===== src/rtl/eccst_pkg.sv =====
package eccst_pkg;
  localparam int SYN_W    = 8;
  localparam int CE_BIT   = 8;
  localparam int UE_BIT   = 9;
  localparam int STAT_W   = UE_BIT + 1;
  localparam int NUM_HALF = 2;
  localparam int HALF_UP  = 0;
  localparam int HALF_LO  = 1;

  typedef struct packed {
    logic             ue;
    logic             ce;
    logic [SYN_W-1:0] syn;
  } err_stat_t;
endpackage


===== src/rtl/eccst_decode.sv =====
module eccst_decode
  import eccst_pkg::*;
#(
  parameter int                ADDR_W  = 64,
  parameter int                ASI_W   = 8,
  parameter logic [ASI_W-1:0]  WR_ASI  = 8'h77,
  parameter logic [ASI_W-1:0]  RD_ASI  = 8'h7F,
  parameter logic [ADDR_W-1:0] UP_ADDR = '0,
  parameter logic [ADDR_W-1:0] LO_ADDR = 64'h18
) (
  input  logic [ASI_W-1:0]    asi_i,
  input  logic [ADDR_W-1:0]   addr_i,
  input  logic                rd_i,
  input  logic                wr_i,
  output logic [NUM_HALF-1:0] rd_hit_o,
  output logic [NUM_HALF-1:0] wr_hit_o
);
  logic rd_asi_ok, wr_asi_ok;
  assign rd_asi_ok = rd_i && (asi_i == RD_ASI);
  assign wr_asi_ok = wr_i && (asi_i == WR_ASI);

  for (genvar h = 0; h < NUM_HALF; h++) begin : g_half
    localparam logic [ADDR_W-1:0] HADDR = (h == HALF_UP) ? UP_ADDR : LO_ADDR;
    logic addr_ok;
    assign addr_ok     = (addr_i == HADDR);
    assign rd_hit_o[h] = rd_asi_ok && addr_ok;
    assign wr_hit_o[h] = wr_asi_ok && addr_ok;
  end
endmodule


===== src/rtl/eccst_half.sv =====
module eccst_half
  import eccst_pkg::*;
(
  input  logic             clk_i,
  input  logic             rst_ni,
  input  logic             ce_evt_i,
  input  logic             ue_evt_i,
  input  logic [SYN_W-1:0] syn_i,
  input  logic             clr_ce_i,
  input  logic             clr_ue_i,
  output err_stat_t        stat_o
);
  err_stat_t q, d;
  logic      load_syn;

  // UE may replace a CE syndrome; CE captures only into an idle register
  assign load_syn = (ue_evt_i && !q.ue) || (ce_evt_i && !q.ce && !q.ue);

  always_comb begin
    d     = q;
    d.ce  = ce_evt_i || (q.ce && !clr_ce_i);
    d.ue  = ue_evt_i || (q.ue && !clr_ue_i);
    if (load_syn) d.syn = syn_i;
  end

  always_ff @(posedge clk_i or negedge rst_ni) begin
    if (!rst_ni) q <= '0;
    else         q <= d;
  end

  assign stat_o = q;
endmodule


===== src/rtl/eccst_rdmux.sv =====
module eccst_rdmux
  import eccst_pkg::*;
#(
  parameter int DATA_W = 64
) (
  input  logic                clk_i,
  input  logic                rst_ni,
  input  logic [NUM_HALF-1:0] rd_hit_i,
  input  err_stat_t           stat_i [NUM_HALF],
  output logic [DATA_W-1:0]   rdata_o
);
  localparam int PAD_W = DATA_W - STAT_W;

  logic [STAT_W-1:0] sel;
  logic [DATA_W-1:0] rdata_q;

  always_comb begin
    sel = '0;
    for (int h = 0; h < NUM_HALF; h++)
      if (rd_hit_i[h]) sel = sel | stat_i[h];
  end

  always_ff @(posedge clk_i or negedge rst_ni) begin
    if (!rst_ni) rdata_q <= '0;
    else         rdata_q <= {{PAD_W{1'b0}}, sel};
  end

  assign rdata_o = rdata_q;
endmodule


===== src/rtl/eccst_capture.sv =====
module eccst_capture
  import eccst_pkg::*;
#(
  parameter int                ADDR_W  = 64,
  parameter int                DATA_W  = 64,
  parameter int                ASI_W   = 8,
  parameter logic [ASI_W-1:0]  WR_ASI  = 8'h77,
  parameter logic [ASI_W-1:0]  RD_ASI  = 8'h7F,
  parameter logic [ADDR_W-1:0] UP_ADDR = '0,
  parameter logic [ADDR_W-1:0] LO_ADDR = 64'h18
) (
  input  logic                      clk_i,
  input  logic                      rst_ni,
  input  logic [NUM_HALF-1:0]       ce_evt_i,
  input  logic [NUM_HALF-1:0]       ue_evt_i,
  input  logic [NUM_HALF*SYN_W-1:0] syn_i,
  input  logic [ASI_W-1:0]          asi_i,
  input  logic [ADDR_W-1:0]         addr_i,
  input  logic                      rd_i,
  input  logic                      wr_i,
  input  logic [DATA_W-1:0]         wdata_i,
  output logic [DATA_W-1:0]         rdata_o,
  output logic                      err_pend_o
);
  logic [NUM_HALF-1:0]       rd_hit, wr_hit;
  err_stat_t                 stat [NUM_HALF];
  logic [NUM_HALF-1:0]       ce_q, ue_q;
  logic [NUM_HALF*SYN_W-1:0] syn_q;
  logic                      unused_wdata;

  assign unused_wdata = ^{wdata_i[DATA_W-1:UE_BIT+1], wdata_i[CE_BIT-1:0]};

  eccst_decode #(
    .ADDR_W(ADDR_W), .ASI_W(ASI_W), .WR_ASI(WR_ASI), .RD_ASI(RD_ASI),
    .UP_ADDR(UP_ADDR), .LO_ADDR(LO_ADDR)
  ) u_decode (
    .asi_i   (asi_i),
    .addr_i  (addr_i),
    .rd_i    (rd_i),
    .wr_i    (wr_i),
    .rd_hit_o(rd_hit),
    .wr_hit_o(wr_hit)
  );

  for (genvar h = 0; h < NUM_HALF; h++) begin : g_half
    eccst_half u_half (
      .clk_i   (clk_i),
      .rst_ni  (rst_ni),
      .ce_evt_i(ce_evt_i[h]),
      .ue_evt_i(ue_evt_i[h]),
      .syn_i   (syn_i[h*SYN_W +: SYN_W]),
      .clr_ce_i(wr_hit[h] && wdata_i[CE_BIT]),
      .clr_ue_i(wr_hit[h] && wdata_i[UE_BIT]),
      .stat_o  (stat[h])
    );
    assign ce_q[h]                  = stat[h].ce;
    assign ue_q[h]                  = stat[h].ue;
    assign syn_q[h*SYN_W +: SYN_W]  = stat[h].syn;
  end

  eccst_rdmux #(.DATA_W(DATA_W)) u_rdmux (
    .clk_i   (clk_i),
    .rst_ni  (rst_ni),
    .rd_hit_i(rd_hit),
    .stat_i  (stat),
    .rdata_o (rdata_o)
  );

  assign err_pend_o = |{ce_q, ue_q};
endmodule


===== config.mk =====
export PLATFORM = sky130hd
export DESIGN_NAME = eccst_capture
export DESIGN_NICKNAME = d
export VERILOG_FILES = /design/src/rtl/eccst_pkg.sv /design/src/rtl/eccst_decode.sv /design/src/rtl/eccst_half.sv /design/src/rtl/eccst_rdmux.sv /design/src/rtl/eccst_capture.sv
export SDC_FILE = /design/constraint.sdc
export NUM_CORES = 1
export LEC_CHECK = 0
export CELL_PAD_IN_SITES_DETAIL_PLACEMENT = 1
export CELL_PAD_IN_SITES_GLOBAL_PLACEMENT = 1
export CORE_MARGIN = 5
export CORE_UTILIZATION = 18
export CTS_BUF_LIST = sky130_fd_sc_hd__clkbuf_4 sky130_fd_sc_hd__clkbuf_8
export DETAILED_ROUTE_END_ITERATION = 8
export PLACE_DENSITY = 0.9
export SKIP_CTS_REPAIR_TIMING = 1
export SLEW_MARGIN = 20
export SYNTH_ARGS = -nofsm -noshare
export SYNTH_HDL_FRONTEND = slang
export SYNTH_SLANG_ARGS = --single-unit

===== constraint.sdc =====
create_clock -name clk_i -period 1.8 [get_ports clk_i]
set_clock_uncertainty 0.05 [all_clocks]
set_input_delay 0.27 -clock clk_i [delete_from_list [all_inputs] [get_ports clk_i]]
set_output_delay 0.27 -clock clk_i [all_outputs]
set_load 0.02 [all_outputs]

# ---- Word-level counts from Yosys, hierarchy flattened
# Cells that the tools add are included.
# Widths: inputs -> output; s select.
dict set report classes {
  n_reduce_logical 36
  n_bitwise 1
  eq_ne 3
  muxes 2
}
# op count
set ops {}
lappend ops {{$eq 64x5->1 const B} 1}
lappend ops {{$logic_not 64->1} 1}
lappend ops {{$logic_and 1x1->1} 20}
lappend ops {{$mux 10} 2}
lappend ops {{$eq 8x7->1 const B} 2}
lappend ops {{$or 10x10->10} 1}
lappend ops {{$logic_not 1->1} 8}
lappend ops {{$logic_or 1x1->1} 6}
lappend ops {{$reduce_or 4->1} 1}
dict set report word_totals {
  out_inout_bits 65
  elab_cells 49
  input_bits 160
  register_bits 30
}

# ---- Longest topological paths before layout
dict set report logic_depth {
  word_depth 7
  depth_mapped 5
  ltp_nobuf 4
}

# ---- Modules after synthesis
# A second synthesis with hierarchy kept.
dict set report unflattened {
  cells_unflattened 168
  hier_area_um2 1824.2
}
# module seq_area_each_um2 instances cells_each area_per_inst_um2
set modules_own_cells {}
lappend modules_own_cells {eccst_half 250.2 2 25 395.4}
lappend modules_own_cells {eccst_rdmux 250.2 1 77 763.2}
lappend modules_own_cells {eccst_decode 0.0 1 36 237.7}
lappend modules_own_cells {eccst_capture 0.0 1 5 32.5}

# ---- Worst setup path after synthesis
# Ideal clock, no wire load.
dict set report synth_timing {
  kind {input -> register}
  from {input port addr_i[6]}
  to {register u_rdmux.rdata_q[9], in the netlist u_rdmux.rdata_o[9]}
  arrival_ns 1.437
  path_buffers 1
  stages 5
  slack_ns 0.240
  setup_time_ns 0.073
  t_required_ns 1.677
  path_cell_list {or4_4 -> nor4b_4 -> buf_6 -> nand3_1 -> a21oi_2}
}
dict set report synth_via {
  elab_chain_len 5
  elab_cells_between_ends 7
  classes_between {eq/ne (1); mux (2); bitwise (1); reduce/logical (3)}
}
# element line
set synth_lines {}
lappend synth_lines {{from (decl)} eccst_capture.sv:18} ;# input logic [ADDR_W-1:0] addr_i,
lappend synth_lines {{$logic_not 64->1} eccst_decode.sv:25} ;# assign addr_ok = (addr_i == HADDR);
lappend synth_lines {{$logic_and 1x1->1} eccst_decode.sv:26} ;# assign rd_hit_o[h] = rd_asi_ok && addr_ok;
lappend synth_lines {{$mux 10} eccst_rdmux.sv:20} ;# if (rd_hit_i[h]) sel = sel | stat_i[h];
lappend synth_lines {{$or 10x10->10} eccst_rdmux.sv:20}
lappend synth_lines {{$mux 10 *} eccst_rdmux.sv:20}
lappend synth_lines {{net u_rdmux.sel[9]} eccst_rdmux.sv:14} ;# logic [STAT_W-1:0] sel;
lappend synth_lines {{to (signal assigned)} eccst_rdmux.sv:25} ;# else rdata_q <= {{PAD_W{1'b0}}, sel};
lappend synth_lines {{to (decl)} eccst_rdmux.sv:15} ;# logic [DATA_W-1:0] rdata_q;
# Mark *: on every way through the listed nets, which the timed path passes. The rest lies on a longest branch.
# A chain may end at the register's enable or synchronous reset.

# ---- Final worst setup path
dict set report layout_timing {
  from {input port addr_i[19]}
  to {register u_rdmux.rdata_q[4], in the netlist u_rdmux.rdata_o[4]}
}
# The elaborated chain is that of the path after synthesis.

==> impl_metrics.py <==
metrics = {
    "placed_design": {
        "gp_congestion": 0.805,
        "dp_hpwl_um": 5570,
        "portBuffers": 108,
    },
    "final_layout": {
        "final_cell_mix": "clkdlybuf4s50_1, conb_1, dfrtp_1",
        "fin_nets": 474,
        "diodes": 0,
        "layout-drive-gt1-share_pct": 25.4,
        "final_common_cell": "clkdlybuf4s50_1",
        "fin_util_pct": 33.1,
        "n_fill_cell": 1154,
        "multi_input_area_um2": 1070,
        "area_delta_synth_final_pct": 78.8,
        "layout.area.seq_um2": 751,
    },
    "floorplan": {
        "die_y_um": 113,
        "die_w_um": 113,
        "placeableCoreArea_um2": 10300,
        "num_io_pins": 225,
        "dieArea_um2": 12800,
        "start_util_pct": 18.5,
        "rows": 37,
    },
    "worst_setup_path": {
        "cp_max_fo": 5,
        "r2r_cells": 5,
        "r2r_start": "g_half[1].u_half.stat_o[8]$_DFF_PN0_",
        "regToRegSetupSlack_ns": 0.27,
        "cp.arrival_ns": 1.92,
        "setup.worst_path.end_class": "register",
        "timing.rr.end": "g_half[1].u_half.stat_o[1]$_DFFE_PN0P_",
        "timing_worst_setup_path_type": "input pin to register",
        "crit_path_start_kind": "input pin",
        "cp.required_ns": 1.95,
    },
    "power_and_ir_drop": {
        "combPwrFrac_pct": 23.0,
        "internal-power_w": 0.00133,
        "switching_share_pct": 26.0,
        "p_clk_share_pct": 35.1,
        "switchingPower_w": 0.000468,
        "ir_worst_vdd_mv": 0.208,
        "seq_power_share_pct": 41.9,
        "powerDensity_nw_per_um2": 528,
        "p_leak_nw": 1.53,
    },
    "run": {
        "drv_cap": 0,
    },
    "route": {
        "drt_iter0_drc": 33,
        "num_vias": 1751,
        "ant_nets": 0,
        "drt_wl_total_um": 7180,
        "wl_per_cell_um": 15.9,
        "viasPerCell": 3.88,
        "dr.pass1.iters": 2,
        "drc": 0,
    },
    "timing": {
        "setup_viol": 0,
        "fmax_ghz": 0.567,
        "hold_viol": 0,
        "finalCritPeriodShare_pct": 98.1,
        "hold_ws_ns": 0.342,
        "maxSlewViolCount": 0,
        "min_period_ns": 1.77,
    },
    "synthesis": {
        "yosysSeqAreaShare_pct": 39.3,
        "yosysWarnings": 0,
        "synth.avg_cell_area_um2": 10.2,
        "ys_types": 29,
        "syn-cell-area_um2": 1910,
        "netlist_instances": 188,
        "synth-seq-cells": 30,
    },
    "hold_path": {
        "holdCritPathClass": "input pin to async pin",
    },
    "grt": {
        "antenna_found_initial": 0,
        "grt_max_degree": 31,
        "grtUsageTotal_pct": 9.98,
        "grt_pass1_wl_um": 10000,
        "first_global_vias": 1990,
        "grt_overflow_total": 0,
    },
    "clocking": {
        "clock_latency_ns": 0.28,
        "clk_pin_slew_ns": 0.07,
        "cts_sinks": 30,
        "clock_tree.buffer_depth": 2,
        "cts_max_level": 2,
        "cts_tree": "yes",
        "cts-root-buf": "clkbuf_8",
        "cts_buffers": 5,
    },
    "run_status": {
        "status": "completed",
    },
}
per-stage QoR:
stage	std cells	TNS, ns	worst slack [ns]	total power [W]	instance area (um^2)
after floorplan	241	0	0.240	0.000996	2110
after global placement	442	-4.41	-0.373	0.00116	3050
after detailed placement	442	-5.04	-0.427	0.00117	3050
after CTS	450	-1.30	-0.321	0.00182	3160
after global routing	451	-0.0437	-0.0208	0.00189	3410
final	451	0	0.0349	0.00180	3410
synth_stat cells:
library cell  count  area [um^2]
and3_1            2         12.5
nand4b_1          1         8.76
nand2b_1          2         12.5
dfrtp_1          30          751
conb_1            1         3.75
or4_4             1         11.3
buf_4            55          413
mux2_2           16          180
buf_2             1         5.00
nand4_1           2         12.5
and4_1            1         8.76
nor2b_1           1         6.26
or4_1             1         7.51
a21oi_2           3         26.3
nor3_1            2         10.0
nor2_1            6         22.5
inv_1             4         15.0
nor4_1           10         62.6
and2_1            2         12.5
nand2_1           3         11.3
nand3_1          21          105
buf_6             2         22.5
or4b_1            1         10.0
clkbuf_1          1         3.75
nor4_2            4         50.1
nor4b_4           1         23.8
a21oi_1           9         45.0
a41oi_1           4         35.0
nor4_4            1         21.3
routing by layer:
| layer | global-route usage (%) | vias to the layer above | share of wire, % |
|---|---|---|---|
| met1 | 11.2 | 828 | 36 |
| met2 | 18.2 | 101 | 55 |
| li1 | - | 817 | - |
| met3 | 3.53 | 5 | 7.9 |
| met4 | 2.16 | 0 | 0.85 |
| met5 | 0 | - | 0 |
kinds of logic (layout without fill, tap and decap cells):
kind of cell	after synthesis	after routing	share of synthesized area [%]
muxes	16	16	9.44
DFF	30	30	39.3
AOI/OAI and AO/OA	16	16	5.57
buffers and inverters	63	136	24.0
other	1	54	0.196
and+or+nand+nor	62	63	21.4
worst max-delay path, cell delays in order:
cell	delay, ns
clkdlybuf4s50_1	0.41
nor4_2	0.28
nand2_1	0.16
or4b_4	0.64
a21oi_2	0.15
flip-flops by register name (all words and copies together) (netlist names):
name	cells
u_rdmux.rdata_o	10
g_half.u_half.stat_o	20
power groups by stage:
stage | clock (W) | combinational [W] | sequential, W
2_1_floorplan | 0 | 0.000246 | 0.000750
3_5_place_dp | 0 | 0.000411 | 0.000761
6_report | 0.000632 | 0.000414 | 0.000754
5_1_grt | 0.000690 | 0.000443 | 0.000760
4_1_cts | 0.000657 | 0.000412 | 0.000749
3_3_place_gp | 0 | 0.000399 | 0.000758
how the worst max path moves through the flow:
stage / cells past startpoint / start / endpoint / slack, ns
finish: 5 / addr_i[19] / u_rdmux.rdata_o[4]$_DFF_PN0_ / 0.03
global route: 5 / addr_i[24] / u_rdmux.rdata_o[4]$_DFF_PN0_ / -0.02
CTS: 2 / g_half[0].u_half.stat_o[8]$_DFF_PN0_ / err_pend_o / -0.32
detailed placement: 6 / addr_i[27] / u_rdmux.rdata_o[3]$_DFF_PN0_ / -0.43
global placement: 6 / addr_i[9] / u_rdmux.rdata_o[7]$_DFF_PN0_ / -0.37
floorplan: 5 / addr_i[6] / u_rdmux.rdata_o[9]$_DFF_PN0_ / 0.24
cell type report:
cell class              count  share of cell area (%)
inverters                   4                   0.440
repair buffers            124                    37.9
flip-flops and latches     30                    22.0
clock buffers               8                    3.23
well taps                 136                    4.99
multi-input cells         149                    31.5
Power figures use the tool's default switching activity.
